$ cat config.mk
export PLATFORM = sky130hd
export DESIGN_NAME = irq_dispatch
export DESIGN_NICKNAME = d
export VERILOG_FILES = /design/src/rtl/irqd_pkg.sv /design/src/rtl/irqd_nmi_edge.sv /design/src/rtl/irqd_arbiter.sv /design/src/rtl/irqd_ie_flag.sv /design/src/rtl/irq_dispatch.sv
export SDC_FILE = /design/constraint.sdc
export NUM_CORES = 1
export LEC_CHECK = 0
export ABC_AREA = 1
export BUFFER_PORTS_ARGS = -buffer_cell sky130_fd_sc_hd__buf_2
export CAP_MARGIN = 20
export CORE_MARGIN = 2
export CORE_UTILIZATION = 42
export CTS_CLUSTER_DIAMETER = 120
export DETAILED_ROUTE_END_ITERATION = 12
export GPL_TIMING_DRIVEN = 0
export PLACE_DENSITY = 0.74
export SLEW_MARGIN = 20
export SYNTH_ARGS = -nofsm -noshare
export SYNTH_HDL_FRONTEND = slang
export SYNTH_SLANG_ARGS = --single-unit
$ cat constraint.sdc
create_clock -name clk -period 1.7 [get_ports clk]
set_clock_uncertainty 0.1 [all_clocks]
set_input_delay 0.34 -clock clk [delete_from_list [all_inputs] [get_ports clk]]
set_output_delay 0.34 -clock clk [all_outputs]
set_load 0.05 [all_outputs]
$ cat src/rtl/irqd_pkg.sv
package irqd_pkg;
  localparam int unsigned NSRC    = 4;
  localparam int unsigned SRC_EXC = 0;
  localparam int unsigned SRC_SWI = 1;
  localparam int unsigned SRC_NMI = 2;
  localparam int unsigned SRC_MSK = 3;

  typedef enum logic [2:0] {
    ST_IDLE = 3'd0,
    ST_ACK1 = 3'd1,
    ST_GAP  = 3'd2,
    ST_ACK2 = 3'd3,
    ST_WAIT = 3'd4
  } irqd_state_e;
endpackage

$ cat src/rtl/irqd_nmi_edge.sv
module irqd_nmi_edge (
  input  logic clk,
  input  logic rst_n,
  input  logic pin_i,
  input  logic en_i,
  input  logic take_i,
  output logic pend_o
);
  logic pin_q;
  logic pend_q;
  logic pend_d;
  logic rise;

  assign rise = pin_i & ~pin_q;

  always_comb begin
    pend_d = pend_q;
    if (take_i)        pend_d = 1'b0;
    if (rise && en_i)  pend_d = 1'b1;
  end

  always_ff @(posedge clk or negedge rst_n) begin
    if (!rst_n) begin
      pin_q  <= 1'b0;
      pend_q <= 1'b0;
    end else begin
      pin_q  <= pin_i;
      pend_q <= pend_d;
    end
  end

  assign pend_o = pend_q;
endmodule

$ cat src/rtl/irqd_arbiter.sv
module irqd_arbiter #(
  parameter int unsigned N = 4
) (
  input  logic [N-1:0] req_i,
  output logic [N-1:0] gnt_o,
  output logic         any_o
);
  always_comb begin
    gnt_o = '0;
    for (int i = N - 1; i >= 0; i--) begin
      if (req_i[i]) gnt_o = N'(1) << i;
    end
  end

  assign any_o = |req_i;
endmodule

$ cat src/rtl/irqd_ie_flag.sv
module irqd_ie_flag (
  input  logic clk,
  input  logic rst_n,
  input  logic set_i,
  input  logic clr_i,
  input  logic disp_i,
  output logic ie_o
);
  logic ie_q;
  logic ie_d;

  always_comb begin
    ie_d = ie_q;
    if (set_i)  ie_d = 1'b1;
    if (clr_i)  ie_d = 1'b0;
    if (disp_i) ie_d = 1'b0;
  end

  always_ff @(posedge clk or negedge rst_n) begin
    if (!rst_n) ie_q <= 1'b0;
    else        ie_q <= ie_d;
  end

  assign ie_o = ie_q;
endmodule

$ cat src/rtl/irq_dispatch.sv
module irq_dispatch #(
  parameter int unsigned VW      = 8,
  parameter int unsigned NMI_VEC = 2
) (
  input  logic          clk,
  input  logic          rst_n,
  input  logic          mreq_i,
  input  logic [VW-1:0] bus_i,
  output logic          ack_o,
  input  logic          nmi_i,
  input  logic          nmi_en_i,
  input  logic          exc_req_i,
  input  logic [VW-1:0] exc_vec_i,
  input  logic          swi_req_i,
  input  logic [VW-1:0] swi_vec_i,
  input  logic          ie_set_i,
  input  logic          ie_clr_i,
  input  logic          ready_i,
  output logic          disp_o,
  output logic [VW-1:0] disp_vec_o,
  output logic          ie_o
);
  import irqd_pkg::*;

  localparam logic [VW-1:0] NMI_VEC_W = VW'(NMI_VEC);

  irqd_state_e     state_q, state_d;
  logic            disp_q, disp_d;
  logic [VW-1:0]   vec_q, vec_d;
  logic            vec_en;
  logic            idle;
  logic            nmi_pend;
  logic            nmi_take;
  logic            ie;
  logic [NSRC-1:0] req;
  logic [NSRC-1:0] gnt;
  logic            any;

  assign idle = (state_q == ST_IDLE);

  irqd_nmi_edge u_nmi (
    .clk    (clk),
    .rst_n  (rst_n),
    .pin_i  (nmi_i),
    .en_i   (nmi_en_i),
    .take_i (nmi_take),
    .pend_o (nmi_pend)
  );

  always_comb begin
    req          = '0;
    req[SRC_EXC] = idle & exc_req_i;
    req[SRC_SWI] = idle & swi_req_i;
    req[SRC_NMI] = idle & nmi_pend;
    req[SRC_MSK] = idle & mreq_i & ie;
  end

  irqd_arbiter #(.N(NSRC)) u_arb (
    .req_i (req),
    .gnt_o (gnt),
    .any_o (any)
  );

  assign nmi_take = gnt[SRC_NMI];

  irqd_ie_flag u_ie (
    .clk    (clk),
    .rst_n  (rst_n),
    .set_i  (ie_set_i),
    .clr_i  (ie_clr_i),
    .disp_i (disp_d),
    .ie_o   (ie)
  );

  always_comb begin
    state_d = state_q;
    disp_d  = 1'b0;
    vec_d   = vec_q;
    vec_en  = 1'b0;
    unique case (state_q)
      ST_IDLE: begin
        if (any) begin
          if (gnt[SRC_MSK]) begin
            state_d = ST_ACK1;
          end else begin
            disp_d  = 1'b1;
            vec_en  = 1'b1;
            state_d = ST_WAIT;
            if (gnt[SRC_EXC])      vec_d = exc_vec_i;
            else if (gnt[SRC_SWI]) vec_d = swi_vec_i;
            else                   vec_d = NMI_VEC_W;
          end
        end
      end
      ST_ACK1: state_d = ST_GAP;
      ST_GAP:  state_d = ST_ACK2;
      ST_ACK2: begin
        disp_d  = 1'b1;
        vec_en  = 1'b1;
        vec_d   = bus_i;
        state_d = ST_WAIT;
      end
      ST_WAIT: begin
        if (ready_i) state_d = ST_IDLE;
      end
      default: state_d = ST_IDLE;
    endcase
  end

  always_ff @(posedge clk or negedge rst_n) begin
    if (!rst_n) begin
      state_q <= ST_IDLE;
      disp_q  <= 1'b0;
    end else begin
      state_q <= state_d;
      disp_q  <= disp_d;
    end
  end

  always_ff @(posedge clk or negedge rst_n) begin
    if (!rst_n)      vec_q <= '0;
    else if (vec_en) vec_q <= vec_d;
  end

  assign ack_o      = (state_q == ST_ACK1) || (state_q == ST_ACK2);
  assign disp_o     = disp_q;
  assign disp_vec_o = vec_q;
  assign ie_o       = ie;
endmodule

-- Word level (Yosys, flattened, before mapping)
Index checks and enable logic that the tools add are counted.
- reductions and logical operators: 9
- bitwise logic cells: 7
- eq/ne operators: 7
- mux-type cells: 21
- operator list (operator ; number):
    $mux W8 ; 4
    $mux W4 ; 4
    $pmux W8 S2 ; 1
    $pmux W3 S5 ; 1
    $mux W3 ; 3
    $mux W1 ; 7
    $and A1 B1 Y1 ; 6
    $eq A3 B2 Y1 const B ; 2
    $ne A2 B2 Y1 const B ; 2
    $reduce_and A4 Y1 ; 1
    $reduce_bool A2 Y1 ; 2
    $reduce_or A4 Y1 ; 1
    $eq A3 B1 Y1 const B ; 1
    $eq A3 B3 Y1 const B ; 1
    $logic_not A3 Y1 ; 1
    $reduce_bool A3 Y1 ; 1
    $ne A2 B1 Y1 const B ; 1
    $pmux W1 S2 ; 1
    $reduce_and A2 Y1 ; 1
    $logic_and A1 B1 Y1 ; 1
    $logic_or A1 B1 Y1 ; 1
    $not A1 Y1 ; 1
- word-level logic and storage cells: 50
- bits in registers: 15

-- Longest topological paths before layout
Gate-level depths: netlist of run 1.
- depth after elaboration: 12
- depth in mapped cells: 7
- gate-level depth less buffers: 7

-- Modules after synthesis
A second synthesis of run 1 with hierarchy kept.
- cells, all modules: 140
- area total of the unflattened synthesis: 958.4 sq um
- by module, submodules not included (module ; times used ; sequential area each (sq um) ; cells an instance ; area an instance (sq um)):
    irq_dispatch ; 1 ; 300.3 ; 115 ; 793.3
    irqd_nmi_edge ; 1 ; 50.0 ; 7 ; 70.1
    irqd_arbiter ; 1 ; 0.0 ; 12 ; 51.3
    irqd_ie_flag ; 1 ; 25.0 ; 6 ; 43.8

-- Least setup slack after synthesis of run 1
OpenSTA, ideal clock, no wires.
- path type: register to register
- start point: register state_q[0]
- end point: register vec_q[0], in the netlist disp_vec_o[0]
- path buffers: 1
- stages on the path, launching flop included: 7
- arrival: 1.702 ns
- slack: -0.229 ns
- cells stage by stage: dfrtp_1 > inv_1 > nor2_1 > nand2_1 > buf_6 > nand3_1 > nand3b_1
- cells in the longest elaborated chain, start to end: 11
- ends and longest elaborated chain (what ; line ; text):
    start, declared ; irq_dispatch.sv:27 ; irqd_state_e state_q, state_d;
    start signal, assigned ; irq_dispatch.sv:115 ; state_q <= state_d;
    $logic_not A3 Y1 ; irq_dispatch.sv:39, irq_dispatch.sv:80 ;
    $and A1 B1 Y1 (2 in series) ; irq_dispatch.sv:55 ; req[SRC_MSK] = idle & mreq_i & ie;
    $mux W4 (4 in series) ; irqd_arbiter.sv:11 ; if (req_i[i]) gnt_o = N'(1) << i;
    $mux W1 ; irq_dispatch.sv:83 ; if (gnt[SRC_MSK]) begin
    $mux W1 ; irq_dispatch.sv:82 ; if (any) begin
    $pmux W1 S2 ; irq_dispatch.sv:80 ; unique case (state_q)
    $reduce_and A4 Y1 (no source line) ; n/a ;
    end signal, assigned ; irq_dispatch.sv:122 ; else if (vec_en) vec_q <= vec_d;
    end, declared ; irq_dispatch.sv:29 ; logic [VW-1:0] vec_q, vec_d;
Parallel ways exist; a longest one is shown, timed or not. The select of a mux whose other input is x is not followed.
A chain may end at the register's enable or synchronous reset.

-- Worst setup path after layout of run 1
- start point: register state_q[0]
- end point: output port ack_o
- cells in the longest elaborated chain, start to end: 2
- ends and longest elaborated chain (what ; line ; text):
    $eq A3 B1 Y1 / $eq A3 B2 Y1 (equally long branches) ; irq_dispatch.sv:125 ; assign ack_o = (state_q == ST_ACK1) || (state_q == ST_ACK2);
    $logic_or A1 B1 Y1 (*) ; irq_dispatch.sv:125 ;
    end, declared ; irq_dispatch.sv:9 ; output logic ack_o,
Mark *: on every way between the ends. The rest lies on a longest branch, timed or not.

==> results of run 1 <==
==> sequential cells by signal (all words and copies together), names as in the netlist <==
register	cells
disp_vec_o	8
state_q	3
disp_o	1
u_ie.ie_o	1
u_nmi.pend_o	1
u_nmi.pin_q	1
==> cell type report <==
class	instances	area (µm²)
clock buffers	4	26.28
well taps	25	31.28
flip-flops and latches	15	375.4
fillers	175	668.1
repair buffers	45	230.2
plain buffers	2	16.27
multi-input cells	75	390.4
inverters	7	26.28
==> per-layer routing <==
layer	GRT usage, %	vias up	wire length [µm]
li1	-	426	-
met1	23.31	384	809
met2	32.27	34	1040
met3	3.396	2	152
met4	4.865	0	8
met5	0	-	0
==> power breakdown <==
| group | total [mW] | internal, mW | switching, mW |
|---|---|---|---|
| clock | 0.205 | 0.0910 | 0.114 |
| sequential | 0.572 | 0.485 | 0.0876 |
| combinational | 0.891 | 0.253 | 0.638 |
| total | 1.67 | 0.828 | 0.840 |
==> cells in the final DEF (no fill, tap or decap), drive strengths merged <==
cell type / count
buf: 46
nand2: 31
nand3: 17
dfrtp: 15
nor2: 12
nand3b: 8
inv: 7
clkbuf: 4
nand4: 3
nor3: 2
o31ai: 1
o211ai: 1
dlygate4sd3: 1
==> per-stage QoR <==
step | setup slack (ns) | hold WS [ns] | utilization [%]
final | 0.08239 | 0.07700 | 62.13
after global routing | 0.0008245 | 0.06876 | 62.13
after CTS | 0.07065 | 0.06930 | 62.13
after detailed placement | 0.1509 | 0.1684 | 60.07
after global placement | 0.1658 | 0.1650 | 60.07
after floorplan | 0.05111 | -0.05559 | -
==> logic make-up (layout without fill, tap and decap cells) <==
kind of cell | Yosys count | count (layout) | share of synthesized area [%]
AO/OA/AOI/OAI | 2 | 2 | 3.572
buffers and inverters | 9 | 58 | 5.279
flip-flops | 15 | 15 | 46.58
AND/OR/NAND/NOR | 73 | 73 | 44.57
==> how the worst max path moves through the flow <==
stage	startpoint	end	slack, ns	cells after the start
finish	state_q[0]	ack_o	0.08	3
floorplan	state_q[0]	disp_vec_o[0]	0.05	6
detailed placement	state_q[2]	disp_vec_o[4]	0.15	4
CTS	state_q[0]	ack_o	0.07	3
global placement	state_q[2]	disp_vec_o[4]	0.17	4
global route	state_q[0]	ack_o	0.0008	3
==> timing repair <==
item | in CTS | in global routing
gates resized for setup | 0 | 0
hold endpoints to repair | 15 | 0
setup buffers | 0 | 0
hold buffers | 1 | 0
==> impl_metrics.ini, run 1 <==
[outcome]
outcome = complete, no violations

[cts]
cts_root_buf = clkbuf_4
cts_made_buffers = 3
htree_levels = 1
cts_tree = built
cts.sinks = 15
clockBufferDepth = 2
clk_latency_ns = 0.28
path_clk_slew_ns = 0.09

[worst_hold_path]
min_from = nmi_i
whs_path_depth = 1
hold_class = input port to flip-flop
hold-path-endpoint = u_nmi.pin_q

[global_routing]
groute.usage.overall_pct = 18.47
grt_pass1_vias = 695
grt_start_max_net_pins = 16
gr-total-overflow = 0
grt_pass1_wl_um = 2973
antenna_found_initial = 0

[yosys]
synth.top_cells.by_count = 30 x nand2_1, 17 x nand3_1, 15 x dfrtp_1
synth-seq-area-share_pct = 46.58
avgSynthCellArea_um2 = 8.139
synth_cells = 99
synth_top_area_share_pct = 46.58
syn_area_um2 = 805.8
synth-main-ff-cell = dfrtp_1
post-synth-top-count-cell = nand2_1
yosys_warnings = 0
synthArstFlopShare_pct = 100.0
ys_seq_elements = 15
synth_nets = 133
netlist-cell-type-count = 15
ys_top_cells_by_area = dfrtp_1 47%, nand2_1 14%, nand3_1 11%
synth_edf_count = 0
yosys.area.top_type = dfrtp_1

[die]
die_area_um2 = 2285
die_y_um = 47.80
start_util_pct = 45.67
die_w_um = 47.80
std_cell_rows = 15
io_pins = 45
core_area_um2 = 1764

[power]
vdd_drop_max_v = 0.0008810
power_density_nw_per_um2 = 1522
p_leak_nw = 0.6147
power_mw = 1.668

[cells_and_area]
drive_gt1_share_pct = 37.16
area_growth_pct = 36.02
fin_nets = 183
instances_no_fill = 173
final_cell_area_um2 = 1096
n_antenna_cell = 0

[detailed_routing]
ant_nets = 0
drc = 0
drt-vias-per-instance = 4.890
drtIter0Drc = 12
num_vias = 846
finalWirelength_um = 2010
drt_first_pass_iters = 4
wl_per_cell_um = 11.62

[setup_path]
cp_slowest_stage_delay_ns = 0.43
critPathCaptureType = primary output
worstReg2RegEnd = disp_vec_o[4]
worst-path-buf-inv = 2
cp_slowest_cell = dfrtp_1
worstPathMaxFanout = 3
reg2reg_from = state_q[2]
crit_required_ns = 1.26
reg2reg_slack_ns = 0.14
crit_chain = inv_1 -> nor2_2 -> buf_2
critical_path_arrival_ns = 1.18
rr_worst_depth = 4
crit_family = flip-flops
path_class = flip-flop to primary output
start_kind = flip-flop

[sta]
clock.fmax_mhz = 618.2
rsz0062_at_grt = no
fin_crit_ns = 1.618
hold_viol_final = 0
maxSlewViolCount = 0
finalCritPeriodShare_pct = 95.15
tns_ns = 0
max_slew_margin_pct = 67.55
worstMarginPinSlew_ns = 0.4867
setup_violations = 0

[flow_run]
max-cap-violations = 0

[placed_design]
dpl_cell_area_um2 = 1060
place_congestion = 0.7334
io_buffers = 44
dp_cells = 168
post-dp-hpwl_um = 1548
Power figures use the tool's default switching activity.
==> inputs of run 2 (changes only) <==
GPL_TIMING_DRIVEN = unset   (was 0)
==> run 2 against run 1 <==
Effect of this change: non-clock buffer count stayed put; sequential share of layout area hardly changed; combinational power is 2% higher.
==> impl_metrics.ini, run 2 (synthesis results as in run 1) <==
[power]
power_density_nw_per_um2 = 1542
power_mw = 1.689
p_leak_nw = 0.6138
vdd_drop_max_v = 0.0008466

[sta]
rsz0062_at_grt = no
max_slew_margin_pct = 68.75
setup_violations = 0
worstMarginPinSlew_ns = 0.4688
clock.fmax_mhz = 616.1
maxSlewViolCount = 0
tns_ns = 0
fin_crit_ns = 1.623
hold_viol_final = 0
setup_ws_ns = 0.07684
finalCritPeriodShare_pct = 95.48

[cts]
clockBufferDepth = 2
cts_made_buffers = 3
cts.sinks = 15
cts.repair.resized = 0
cts_root_buf = clkbuf_4
htree_levels = 1
clk_latency_ns = 0.28
cts_tree = built
path_clk_slew_ns = 0.09
postCtsSetupBuffers = 0

[placed_design]
io_buffers = 44
post-dp-hpwl_um = 1550
pre_cts_ws_ns = 0.2255
place_congestion = 0.7581

[cells_and_area]
fin_nets = 183
n_antenna_cell = 0
final_common_cell = buf_2
largest_reg_flops = 8
final_cell_mix = 44 x buf_2, 30 x nand2_1, 17 x nand3_1
register_area_um2 = 375.4
n_fill_cell = 191
multi_input_area_um2 = 390.4
drive_gt1_share_pct = 37.16
area_growth_pct = 35.87

[die]
die_w_um = 47.80
std_cell_rows = 15
die_area_um2 = 2285
io_pins = 45
die_y_um = 47.80
core_area_um2 = 1764
start_util_pct = 45.67

[setup_path]
reg2reg_from = state_q[1]
start_kind = flip-flop
critical_path_arrival_ns = 1.18
worstReg2RegEnd = disp_vec_o[0]
path_class = flip-flop to primary output
crit_required_ns = 1.26
rr_worst_depth = 6
critPathCaptureType = primary output
cp-startpoint = state_q[0]
reg2reg_slack_ns = 0.21
worstPathMaxFanout = 3

[worst_hold_path]
whs_path_depth = 1
min_from = nmi_i
hold_class = input port to flip-flop
hold-path-endpoint = u_nmi.pin_q

[global_routing]
grt_pass1_vias = 736
grt_start_max_net_pins = 16
groute.usage.overall_pct = 18.44
gr-total-overflow = 0
grt_pass1_wl_um = 2870
antenna_found_initial = 0

[detailed_routing]
wl_per_cell_um = 11.66
drtIter0Drc = 14
num_vias = 848
drt_first_pass_iters = 4
ant_nets = 0
drt-vias-per-instance = 4.902
drc = 0
finalWirelength_um = 2018

[outcome]
outcome = complete, no violations

[flow_run]
max-cap-violations = 0
run 2: changes by cell type in the layout (fill, tap and decap cells not counted):
cell | before | now
buf_6 | 1 | 0
buf_2 | 45 | 44
buf_4 | 0 | 2
run 2: power by group:
part / total (mW) / switching (mW) / internal, mW
combinational: 0.909 / 0.642 / 0.267
sequential: 0.574 / 0.0896 / 0.485
clock: 0.205 / 0.114 / 0.0911
total: 1.69 / 0.846 / 0.843
run 2: what timing repair did:
| item | CTS | global route |
|---|---|---|
| hold buffers | 1 | 0 |
| hold endpoints to repair | 15 | 0 |
| endpoints found under the setup margin | 0 | 0 |
run 2: metal layers:
layer  global-route usage, %  share of wire [%]
met5                       0                  0
met4                   6.486               0.59
met3                   3.396                6.3
met2                   33.07                 52
met1                   21.81                 41
run 2: critical path, stage by stage (launching register included):
cell     delay, ns
dfrtp_1       0.43
inv_1         0.10
nor2_2        0.10
buf_2         0.27
run 2: metrics by stage:
stage               hold WS [ns]  area (µm²)  utilization [%]  cells
global route             0.06456        1095            62.06    173
floorplan               -0.05559       808.3                -     99
detailed placement        0.1658        1059            60.00    168
CTS                      0.06912        1095            62.06    173
global placement          0.1589        1059            60.00    168
finish                   0.07332        1095            62.06    173
run 2: worst max-delay path by stage:
stage	endpoint	slack (ns)	cells past startpoint
6_report	ack_o	0.08	3
5_1_grt	ack_o	0.02	3
4_1_cts	ack_o	0.07	3
3_5_place_dp	disp_vec_o[1]	0.23	5
3_3_place_gp	u_ie.ie_o	0.26	4
2_1_floorplan	disp_vec_o[0]	0.05	6
run 2: layout make-up:
type                       count  area share, %
clock buffer                   4          2.400
inverter                       7          2.400
multi-input combinational     75          35.66
sequential                    15          34.29
tap                           25          2.857
timing repair buffer          47          22.40
==> inputs of run 3 (changes only) <==
PLACE_DENSITY = 0.77   (was 0.74)
==> run 3 against run 2 <==
Effect of this change: clock-buffer cell count is the same; critical path type unchanged; register-to-register slack better by 0.04 ns; global-route usage shrank 0.59 points; hold slack improved by 0.010 ns; via count is 0.83% lower; setup slack improved by 0.025 ns; sequential power hardly changed; die area unchanged; routed wire length down 6.5%.
==> impl_metrics.ini, run 3 (synthesis results as in run 1) <==
[flow_run]
max-cap-violations = 0

[global_routing]
gr-total-overflow = 0
grt_pass1_vias = 708
grt_start_max_net_pins = 16
antenna_found_initial = 0
groute.usage.overall_pct = 17.85
grt_pass1_wl_um = 2884

[power]
p_int_mw = 0.8425
pwr-share-seq_pct = 34.1
combPwrFrac_pct = 53.9
vdd_drop_max_v = 0.0008830
p_leak_nw = 0.6138
power_frac_clock_pct = 12.0
power_density_nw_per_um2 = 1531
switching_share_pct = 49.73
power.switching_mw = 0.8335

[cells_and_area]
drive_gt1_share_pct = 37.16
fin_nets = 183
final_common_cell = buf_2
largest_reg_flops = 8
n_antenna_cell = 0
final_cell_mix = 44 x buf_2, 30 x nand2_1, 17 x nand3_1
final_cell_area_um2 = 1095
area_growth_pct = 35.87
fin_util_pct = 62.06

[detailed_routing]
drt-vias-per-instance = 4.861
wl_per_cell_um = 10.90
drc = 0
drtIter0Drc = 5
drt_first_pass_iters = 4
num_vias = 841
ant_nets = 0
finalWirelength_um = 1886

[cts]
clockBufferDepth = 2
postCtsHoldBufs = 1
cts.sinks = 15
htree_levels = 1
cts_tree = built
cts.repair.resized = 0
path_clk_slew_ns = 0.08
cts_made_buffers = 3
postCtsSetupBuffers = 0
clk_latency_ns = 0.27
cts_root_buf = clkbuf_4

[sta]
max_slew_margin_pct = 68.52
worstMarginPinSlew_ns = 0.4722
tns_ns = 0
setup_violations = 0
maxSlewViolCount = 0
hold_viol_final = 0
hold_slack_ns = 0.08370
finalCritPeriodShare_pct = 94.04
rsz0062_at_grt = no
fin_crit_ns = 1.599
setup_ws_ns = 0.1014
clock.fmax_mhz = 625.5

[worst_hold_path]
whs_path_depth = 1
min_from = nmi_i
hold_class = input port to flip-flop

[die]
die_y_um = 47.80
core_area_um2 = 1764
start_util_pct = 45.67
die_area_um2 = 2285
io_pins = 45
die_w_um = 47.80
std_cell_rows = 15

[placed_design]
io_buffers = 44
pre_cts_ws_ns = 0.2382
dpl_cell_area_um2 = 1059
post-dp-hpwl_um = 1515
place_congestion = 0.8035

[setup_path]
critPathCaptureType = primary output
path_class = flip-flop to primary output
critical_path_arrival_ns = 1.16
cp_slowest_stage_delay_ns = 0.41
cp_slowest_cell = dfrtp_1
start_kind = flip-flop
cp-startpoint = state_q[0]
crit_chain = inv_1 -> nor2_2 -> buf_2
crit_required_ns = 1.26
worstPathMaxFanout = 3
reg2reg_from = state_q[1]
rr_worst_depth = 6

[outcome]
outcome = complete, no violations
run 3: cell counts in the layout (fill, tap and decap cells not counted):
No cell type changed its count.
run 3: layout make-up:
type	count	area, µm²
clock buffers	4	26.28
fillers	183	669.4
repair buffers	47	245.2
flip-flops and latches	15	375.4
well taps	25	31.28
multi-input cells	75	390.4
inverters	7	26.28
run 3: final timing paths:
| check | to | slack [ns] |
|---|---|---|
| worst max-delay path | ack_o | 0.10 |
| worst min-delay path | u_nmi.pin_q | 0.08 |
| worst max register to register | disp_vec_o[5] | 0.25 |
| worst min register to register | u_nmi.pend_o | 0.40 |
| max in group asynchronous | state_q[2] | 0.86 |
| min in group asynchronous | disp_o | 0.38 |
run 3: power by group through the flow:
stage / clock, mW / combinational [mW] / sequential (mW)
global route: 0.225 / 0.979 / 0.591
floorplan: 0 / 0.306 / 0.940
detailed placement: 0 / 0.906 / 0.580
global placement: 0 / 0.895 / 0.574
finish: 0.201 / 0.903 / 0.572
CTS: 0.208 / 0.910 / 0.572
run 3: through the flow:
step / power [mW] / instances
detailed placement: 1.486 / 168
global route: 1.795 / 173
finish: 1.676 / 173
CTS: 1.689 / 173
floorplan: 1.246 / 99
global placement: 1.469 / 168
run 3: routing by layer:
layer	vias to the layer above	global-route usage (%)	wire, µm
met5	-	0	0
met4	0	4.865	6
met3	2	3.396	107
met2	27	29.33	940
met1	387	24.01	831
li1	425	-	-
run 3: worst max-delay path: cells and delay by family (launching register included):
kind                   cells  cell delay [ns]
buffers and inverters      2             0.37
flip-flops                 1             0.41
AND/OR/NAND/NOR            1             0.10
